$ cat src/rtl/i2c_cond_pkg.sv
package i2c_cond_pkg;

    typedef enum logic [3:0] {
        ST_IDLE      = 4'd0,
        ST_START_CHK = 4'd1,
        ST_START_REL = 4'd2,
        ST_START_SDA = 4'd3,
        ST_START_SCL = 4'd4,
        ST_STOP_SDA  = 4'd5,
        ST_STOP_SCL  = 4'd6,
        ST_STOP_REL  = 4'd7,
        ST_RS_SCL    = 4'd8,
        ST_RS_SDA    = 4'd9,
        ST_RS_SCLR   = 4'd10,
        ST_ACK_DRV   = 4'd11,
        ST_ACK_REL   = 4'd12,
        ST_ACK_END   = 4'd13
    } seq_state_t;

    localparam int LINE_CNT = 2;   // index 0 = SCL, 1 = SDA
    localparam int IDX_SCL  = 0;
    localparam int IDX_SDA  = 1;

endpackage

$ cat src/rtl/i2c_step_tick.sv
module i2c_step_tick #(
    parameter int DIV = 16
) (
    input  logic clk,
    input  logic rst_n,
    output logic tick
);
    localparam int CW = (DIV > 1) ? $clog2(DIV) : 1;
    localparam logic [CW-1:0] LAST = CW'(DIV - 1);

    logic [CW-1:0] cnt_q;

    always_ff @(posedge clk) begin
        if (!rst_n) begin
            cnt_q <= '0;
        end else if (cnt_q == LAST) begin
            cnt_q <= '0;
        end else begin
            cnt_q <= cnt_q + 1'b1;
        end
    end

    assign tick = (cnt_q == LAST);

endmodule

$ cat src/rtl/i2c_line_sync.sv
module i2c_line_sync #(
    parameter int W      = 2,
    parameter int STAGES = 2
) (
    input  logic         clk,
    input  logic         rst_n,
    input  logic [W-1:0] din,
    output logic [W-1:0] dout
);
    logic [W-1:0] stg_q [STAGES];

    for (genvar g = 0; g < STAGES; g++) begin : g_stage
        if (g == 0) begin : g_first
            always_ff @(posedge clk) begin
                if (!rst_n) stg_q[g] <= '1;
                else        stg_q[g] <= din;
            end
        end else begin : g_next
            always_ff @(posedge clk) begin
                if (!rst_n) stg_q[g] <= '1;
                else        stg_q[g] <= stg_q[g-1];
            end
        end
    end

    assign dout = stg_q[STAGES-1];

endmodule

$ cat src/rtl/i2c_cond_seq.sv
module i2c_cond_seq
    import i2c_cond_pkg::*;
#(
    parameter int TICK_DIV    = 16,
    parameter int SYNC_STAGES = 2
) (
    input  logic clk,
    input  logic rst_n,
    input  logic cmd_start,
    input  logic cmd_stop,
    input  logic cmd_rstart,
    input  logic cmd_ack,
    input  logic ack_level,
    input  logic scl_in,
    input  logic sda_in,
    output logic scl_oe,
    output logic sda_oe,
    output logic busy,
    output logic done
);
    logic                tick;
    logic [LINE_CNT-1:0] raw_lines;
    logic [LINE_CNT-1:0] seen_lines;
    logic                scl_hi;
    logic                sda_hi;

    seq_state_t state_q, state_d;
    logic       scl_oe_q, scl_oe_d;
    logic       sda_oe_q, sda_oe_d;
    logic       ackv_q, ackv_d;
    logic       done_q, done_d;

    i2c_step_tick #(.DIV(TICK_DIV)) u_tick (
        .clk   (clk),
        .rst_n (rst_n),
        .tick  (tick)
    );

    assign raw_lines[IDX_SCL] = scl_in;
    assign raw_lines[IDX_SDA] = sda_in;

    i2c_line_sync #(.W(LINE_CNT), .STAGES(SYNC_STAGES)) u_sync (
        .clk   (clk),
        .rst_n (rst_n),
        .din   (raw_lines),
        .dout  (seen_lines)
    );

    assign scl_hi = seen_lines[IDX_SCL];
    assign sda_hi = seen_lines[IDX_SDA];

    // State register
    always_ff @(posedge clk) begin
        if (!rst_n) begin
            state_q  <= ST_IDLE;
            scl_oe_q <= 1'b0;
            sda_oe_q <= 1'b0;
            ackv_q   <= 1'b0;
            done_q   <= 1'b0;
        end else begin
            state_q  <= state_d;
            scl_oe_q <= scl_oe_d;
            sda_oe_q <= sda_oe_d;
            ackv_q   <= ackv_d;
            done_q   <= done_d;
        end
    end

    // Step actions and next state
    always_comb begin
        state_d  = state_q;
        scl_oe_d = scl_oe_q;
        sda_oe_d = sda_oe_q;
        ackv_d   = ackv_q;
        done_d   = 1'b0;
        if (state_q == ST_IDLE) begin
            if (cmd_start) begin
                state_d = ST_START_CHK;
            end else if (cmd_stop) begin
                state_d = ST_STOP_SDA;
            end else if (cmd_rstart) begin
                state_d = ST_RS_SCL;
            end else if (cmd_ack) begin
                state_d = ST_ACK_DRV;
                ackv_d  = ack_level;
            end
        end else if (tick) begin
            unique case (state_q)
                ST_START_CHK: begin
                    state_d = (scl_hi && sda_hi) ? ST_START_SDA : ST_START_REL;
                end
                ST_START_REL: begin
                    scl_oe_d = 1'b0;
                    sda_oe_d = 1'b0;
                    state_d  = ST_START_CHK;
                end
                ST_START_SDA: begin
                    sda_oe_d = 1'b1;
                    state_d  = ST_START_SCL;
                end
                ST_START_SCL: begin
                    scl_oe_d = 1'b1;
                    state_d  = ST_IDLE;
                end
                ST_STOP_SDA: begin
                    sda_oe_d = 1'b1;
                    state_d  = ST_STOP_SCL;
                end
                ST_STOP_SCL: begin
                    scl_oe_d = 1'b0;
                    if (scl_hi) state_d = ST_STOP_REL;
                end
                ST_STOP_REL: begin
                    sda_oe_d = 1'b0;
                    if (sda_hi) state_d = ST_IDLE;
                end
                ST_RS_SCL: begin
                    scl_oe_d = 1'b1;
                    state_d  = ST_RS_SDA;
                end
                ST_RS_SDA: begin
                    sda_oe_d = 1'b0;
                    if (sda_hi) state_d = ST_RS_SCLR;
                end
                ST_RS_SCLR: begin
                    scl_oe_d = 1'b0;
                    if (scl_hi) state_d = ST_START_SDA;
                end
                ST_ACK_DRV: begin
                    scl_oe_d = 1'b1;
                    if (!ackv_q) begin
                        sda_oe_d = 1'b1;
                        state_d  = ST_ACK_REL;
                    end else begin
                        sda_oe_d = 1'b0;
                        if (sda_hi) state_d = ST_ACK_REL;
                    end
                end
                ST_ACK_REL: begin
                    scl_oe_d = 1'b0;
                    if (scl_hi) state_d = ST_ACK_END;
                end
                ST_ACK_END: begin
                    scl_oe_d = 1'b1;
                    state_d  = ST_IDLE;
                end
                default: begin
                    state_d = ST_IDLE;
                end
            endcase
            done_d = (state_d == ST_IDLE);
        end
    end

    assign scl_oe = scl_oe_q;
    assign sda_oe = sda_oe_q;
    assign busy   = (state_q != ST_IDLE);
    assign done   = done_q;

endmodule

$ cat config.mk
export PLATFORM = sky130hd
export DESIGN_NAME = i2c_cond_seq
export DESIGN_NICKNAME = d
export VERILOG_FILES = /design/src/rtl/i2c_cond_pkg.sv /design/src/rtl/i2c_step_tick.sv /design/src/rtl/i2c_line_sync.sv /design/src/rtl/i2c_cond_seq.sv
export SDC_FILE = /design/constraint.sdc
export NUM_CORES = 1
export LEC_CHECK = 0
export ABC_AREA = 0
export CAP_MARGIN = 40
export CORE_MARGIN = 2
export CORE_UTILIZATION = 60
export DETAILED_ROUTE_END_ITERATION = 8
export DONT_BUFFER_PORTS = 1
export PLACE_DENSITY = 0.75
export SETUP_SLACK_MARGIN = 0.1
export SYNTH_ARGS = -nofsm -noshare
export SYNTH_HDL_FRONTEND = slang
export SYNTH_SLANG_ARGS = --single-unit
$ cat constraint.sdc
create_clock -name clk -period 2.18 [get_ports clk]
set_input_delay 0.218 -clock clk [delete_from_list [all_inputs] [get_ports clk]]
set_output_delay 0.218 -clock clk [all_outputs]
set_load 0.01 [all_outputs]
# [Yosys cells after proc, flatten, opt, wreduce, memory -nomap -nowiden]
# Memory sizes are Yosys's and may differ from the RTL's.
# Cells that the tools add are included.
[classes] reduce_logical=17 n_addsub=1 mux=24 bitwise=8 eq_ne=15
[op_table] cell="4-bit two-way mux" count=15
[op_table] cell="4-bit case mux with 11 select lines" count=1
[op_table] cell="4-bit == test (second input constant)" count=7
[op_table] cell="4-bit by 3-bit == test with 1-bit output (second input constant)" count=4
[op_table] cell="4-bit by 2-bit == test with 1-bit output (second input constant)" count=2
[op_table] cell="4-bit logical NOT" count=2
[op_table] cell="4-bit OR reduction" count=2
[op_table] cell="1-bit inverter" count=6
[op_table] cell="3-bit AND reduction" count=2
[op_table] cell="3-bit OR reduction" count=2
[op_table] cell="5-bit inequality test (second input constant)" count=1
[op_table] cell="5-bit AND reduction" count=1
[op_table] cell="4-bit by 1-bit adder with 4-bit output (second input constant)" count=1
[op_table] cell="4-bit by 1-bit == test with 1-bit output (second input constant)" count=1
[op_table] cell="1-bit two-way mux" count=4
[op_table] cell="2-bit two-way mux" count=2
[op_table] cell="2-bit nonzero test" count=2
[op_table] cell="4-bit nonzero test" count=1
[op_table] cell="2-bit OR reduction" count=2
[op_table] cell="1-bit case mux with 3 select lines" count=1
[op_table] cell="3-bit nonzero test" count=1
[op_table] cell="1-bit OR" count=2
[op_table] cell="1-bit case mux with 2 select lines" count=1
[op_table] cell="2-bit AND reduction" count=1
[op_table] cell="1-bit logical AND" count=1
[word_totals] wordCells=72 memories=1 mem_bits_rw=4 ff_bits=12
[memory_table] name="u_sync.stg_q" depth=2 width=2 rd=2 rd_clocked_by_memory_dff=0 wr=2 line_no="i2c_line_sync.sv:10" source="logic [W-1:0] stg_q [STAGES];"

# [Logic depth before layout (Yosys ltp)]
[depth] word_depth=7 depth_mapped=6 depth_no_buf=5

# [Modules after synthesis]
# Synthesis repeated with hierarchy kept, for this count alone.
[hier_totals] cells_unflattened=111 area_unflattened_um2=950.9
[modules_own_cells] module="i2c_cond_seq" seq_area_each_um2=160.2 instances=1 area_each_um2=676.9 cells_each=87
[modules_own_cells] module="i2c_step_tick" seq_area_each_um2=80.1 instances=1 area_each_um2=168.9 cells_each=16
[modules_own_cells] module="i2c_line_sync" seq_area_each_um2=80.1 instances=1 area_each_um2=105.1 cells_each=8

# [Worst setup path before layout]
# No wires, ideal clock.
[synth_path] kind="flip-flop to flip-flop" from="register state_q[0]" to="register state_q[3]" n_path_buf=1 required_time_ns=2.064 slack_ns=0.670 setup_ns=0.116 arrival_time_ns=1.394 stages_incl_launch_ff=6 cell_sequence="dfxtp_1 -> buf_6 -> nor4_4 -> mux2i_1 -> nand3_1 -> o211a_1"
[synth_between] elab_chain_cells=6
[synth_rtl] element="from (decl)" line_no="i2c_cond_seq.sv:27" source="seq_state_t state_q, state_d;"
[synth_rtl] element="from (signal assigned)" line_no="i2c_cond_seq.sv:61" source="state_q <= state_d;"
[synth_rtl] element="4-bit == test, or another cell as far along" line_no="i2c_cond_seq.sv:88" source="unique case (state_q)"
[synth_rtl] element="4-bit case mux with 11 select lines" line_no="i2c_cond_seq.sv:88"
[synth_rtl] element="4-bit two-way mux" line_no="i2c_cond_seq.sv:87" source="end else if (tick) begin"
[synth_rtl] element="4-bit two-way mux" line_no="i2c_cond_seq.sv:76" source="if (state_q == ST_IDLE) begin"
[synth_rtl] element="4-bit two-way mux" line_no="i2c_cond_seq.sv:87"
[synth_rtl] element="4-bit two-way mux" line_no="i2c_cond_seq.sv:76"
# Parallel ways exist; a longest one is shown, timed or not. The select of a mux whose other input is x is not followed.
# A chain may end at the register's enable or synchronous reset.

# [Worst setup path in the final report]
[layout_path] from="register state_q[3]" to="register state_q[3]"
[layout_between] elab_chain_cells=7
[layout_rtl] element="4-bit two-way mux" line_no="i2c_cond_seq.sv:136" source="if (sda_hi) state_d = ST_ACK_REL;"
[layout_rtl] element="4-bit two-way mux" line_no="i2c_cond_seq.sv:131" source="if (!ackv_q) begin"
[layout_rtl] element="4-bit case mux with 11 select lines" line_no="i2c_cond_seq.sv:88"
[layout_rtl] element="4-bit two-way mux" line_no="i2c_cond_seq.sv:87"
[layout_rtl] element="4-bit two-way mux" line_no="i2c_cond_seq.sv:76"
[layout_rtl] element="4-bit two-way mux" line_no="i2c_cond_seq.sv:87"
[layout_rtl] element="4-bit two-way mux" line_no="i2c_cond_seq.sv:76"
# Parallel ways exist; a longest one is shown, timed or not. The select of a mux whose other input is x is not followed.

==> out/metrics.cfg <==
[grt]
overflow=0
grt_max_degree=19
grt_pass1_wl_um=2920
grtUsageTotal_pct=20.9
grt_pass1_vias=640
antenna_found_initial=0

[pwr]
sequentialPowerShare_pct=40.6
p_per_area_mw_per_mm2=1300
p_clk_share_pct=16.4
p_int_mw=0.696
power.combinational.fraction_pct=43.0
power_switching_mw=0.544
vdd_drop_max_mv=0.535
p_leak_nw=0.356
swShare_pct=43.8

[floorplan]
core_mm2=0.00147
num_io_pins=13
dieArea_mm2=0.00188
initial_utilization_pct=63.0
die-width_um=43.3
num_rows=14
die_h_um=43.3

[clock_network]
post_cts_resized=0
clk_latency_ns=0.30
tritoncts=yes
htreeDepth=1
clk_pin_slew_ns=0.10
clk_path_buf_depth=2
clock-sinks=16
cts_root_buf=clkbuf_4
cts_made_buffers=3

[cells_and_area]
finalNetCount=117
diodes=0
drive_above_1_share_pct=8.49
layout_commonest_cell=dfxtp_1
mostFrequentLayoutCells=dfxtp_1, o21ai_0, nand2b_1, nand2_1, nor2_1
area_growth_pct=2.56
stdcell_area_um2=951
fin_util_pct=64.6

[routing]
routed_wl_um=1790
viasPerCell=6.52
dr.pass1.iters=4
vias=795
initialDrtViolationCount=37
antenna_left=0
route.detailed.drc=0
wl_per_cell_um=14.7

[sta]
rsz0062_at_grt=no
slew_headroom_pct=58.8
fmax_mhz=547
worst-slew-pin-transition_ns=0.617
period_share_pct=83.9
tns_ns=0
final_hold_viol_count=0
final.min_clock_period_ns=1.83
finalClockSkew_ns=0.00987
finalSetupViolCount=0
finalMaxSlewViolations=0

[place]
routabilityCongestion=0.852
hpwlAfterDp_um=1240
port-buffer-count=0
place_area_um2=905

[worst_setup_path]
worst-path-max-fanout=18
ff2ff_path_depth=4
cp.required_ns=2.39
crit_chain=nor4_4 -> mux2i_1 -> nand3_1 -> o211a_1
critPathSlowestCell=nor4_4
cp.depth=4
cp_top_family=simple AND/OR/NAND/NOR gates
cpPeakStageDelay_ns=0.54
cp-end-kind=flip-flop
worst-path-buf-inv=0
crit_arrival_ns=2.04
critical_path_class=flip-flop to flip-flop
cp-start-kind=flip-flop

[synthesis]
syn_inst=108
synth_top_area_share_pct=34.5
synth_area_leader_cell=dfxtp_1
async_reset_ff_share_pct=0
yosys_register_bits=16
synth_cell_type_count=42
ys_warn_count=0
seq_area_frac_synth_pct=34.5
synth-edff-count=0
synthTopCellsByArea=dfxtp_1, o21ai_0, nand2b_1
syn_avg_cell_area_um2=8.58
ys.flop_type=dfxtp_1
synthesis.nets=118
synth_area_um2=927

[hold_path]
hold_path_depth=1
hp-class=input pin to flip-flop

[flow_run]
max-cap-violations=0

[status]
status=finished, final reports clean

final timing paths:
check | from | to | slack (ns)
worst max-delay path | state_q[3]$_SDFFE_PN0P_ | state_q[3]$_SDFFE_PN0P_ | 0.35
worst min-delay path | scl_in | u_sync.stg_q[0][0]$_SDFF_PN1_ | 0.02
worst max register to register | state_q[3]$_SDFFE_PN0P_ | state_q[3]$_SDFFE_PN0P_ | 0.35
worst min register to register | u_sync.stg_q[0][0]$_SDFF_PN1_ | u_sync.stg_q[1][0]$_SDFF_PN1_ | 0.41
cells by family after synthesis:
family | after synthesis | share of synthesized area, %
AND/OR/NAND/NOR | 42 | 27.7
multiplexers | 2 | 2.16
XOR/XNOR | 3 | 2.83
AO/OA/AOI/OAI | 32 | 24.4
flip-flops | 16 | 34.5
adder cells (fa/ha/maj) | 1 | 1.35
buffers and inverters | 12 | 7.02
registers in the layout, summed over array words and instances (netlist names):
signal / count
u_sync.stg_q: 4
done: 1
state_q: 4
u_tick.cnt_q: 4
sda_oe: 1
ackv_q: 1
scl_oe: 1
area by class of cell:
class | count | area, µm²
inverter | 4 | 15.0
clock buffer | 4 | 36.3
timing repair buffer | 2 | 17.5
tap | 16 | 20.0
sequential | 16 | 320
fill | 128 | 520
multi-input combinational | 80 | 542
repair_timing:
item	4_1_cts	5_1_grt
setup buffers	0	0
hold endpoints to repair	4	0
hold buffers	1	0
worst reg2reg max path, stage by stage, from the launching register on:
cell and delay (ns):
dfxtp_1 0.50, nor4_4 0.54, mux2i_1 0.43, nand3_1 0.12, o211a_1 0.14
cells in the mapped netlist, drive strengths merged, types with 2 or more instances:
master / count
nor3: 2
nor2b: 3
nor2: 6
nand2: 7
and4b: 2
buf: 7
xor2: 2
nor3b: 2
and2: 2
o22ai: 2
a211oi: 2
a31oi: 3
inv: 4
nor4: 2
nand2b: 7
o211ai: 2
nand3: 5
dfxtp: 16
o221a: 3
a21oi: 2
mux2i: 2
o21ai: 10
per-layer routing:
layer | share of wire (%) | vias to the layer above | GRT usage (%)
li1 | - | 393 | -
met1 | 47 | 367 | 31.1
met2 | 44 | 30 | 27.5
met3 | 6.3 | 5 | 4.26
met4 | 2.2 | 0 | 12.1
met5 | 0 | - | 0
stage by stage:
| step | hold slack, ns | worst slack [ns] | power (mW) | instances |
|---|---|---|---|---|
| 3_3_place_gp | 0.293 | 0.437 | 1.02 | 117 |
| 4_1_cts | 0.00957 | 0.360 | 1.24 | 122 |
| 2_1_floorplan | 0.291 | 0.670 | 0.981 | 108 |
| 6_report | 0.0203 | 0.351 | 1.24 | 122 |
| 3_5_place_dp | 0.298 | 0.382 | 1.03 | 117 |
| 5_1_grt | 0.00878 | 0.119 | 1.33 | 122 |
power by group through the flow:
stage / Clock [mW] / Combinational [mW] / Sequential (mW)
after global routing: 0.216 / 0.596 / 0.520
after CTS: 0.208 / 0.530 / 0.498
final: 0.203 / 0.533 / 0.504
after global placement: 0 / 0.513 / 0.503
after detailed placement: 0 / 0.526 / 0.504
after floorplan: 0 / 0.616 / 0.365
Note: power is estimated with default switching activity, not from simulation.
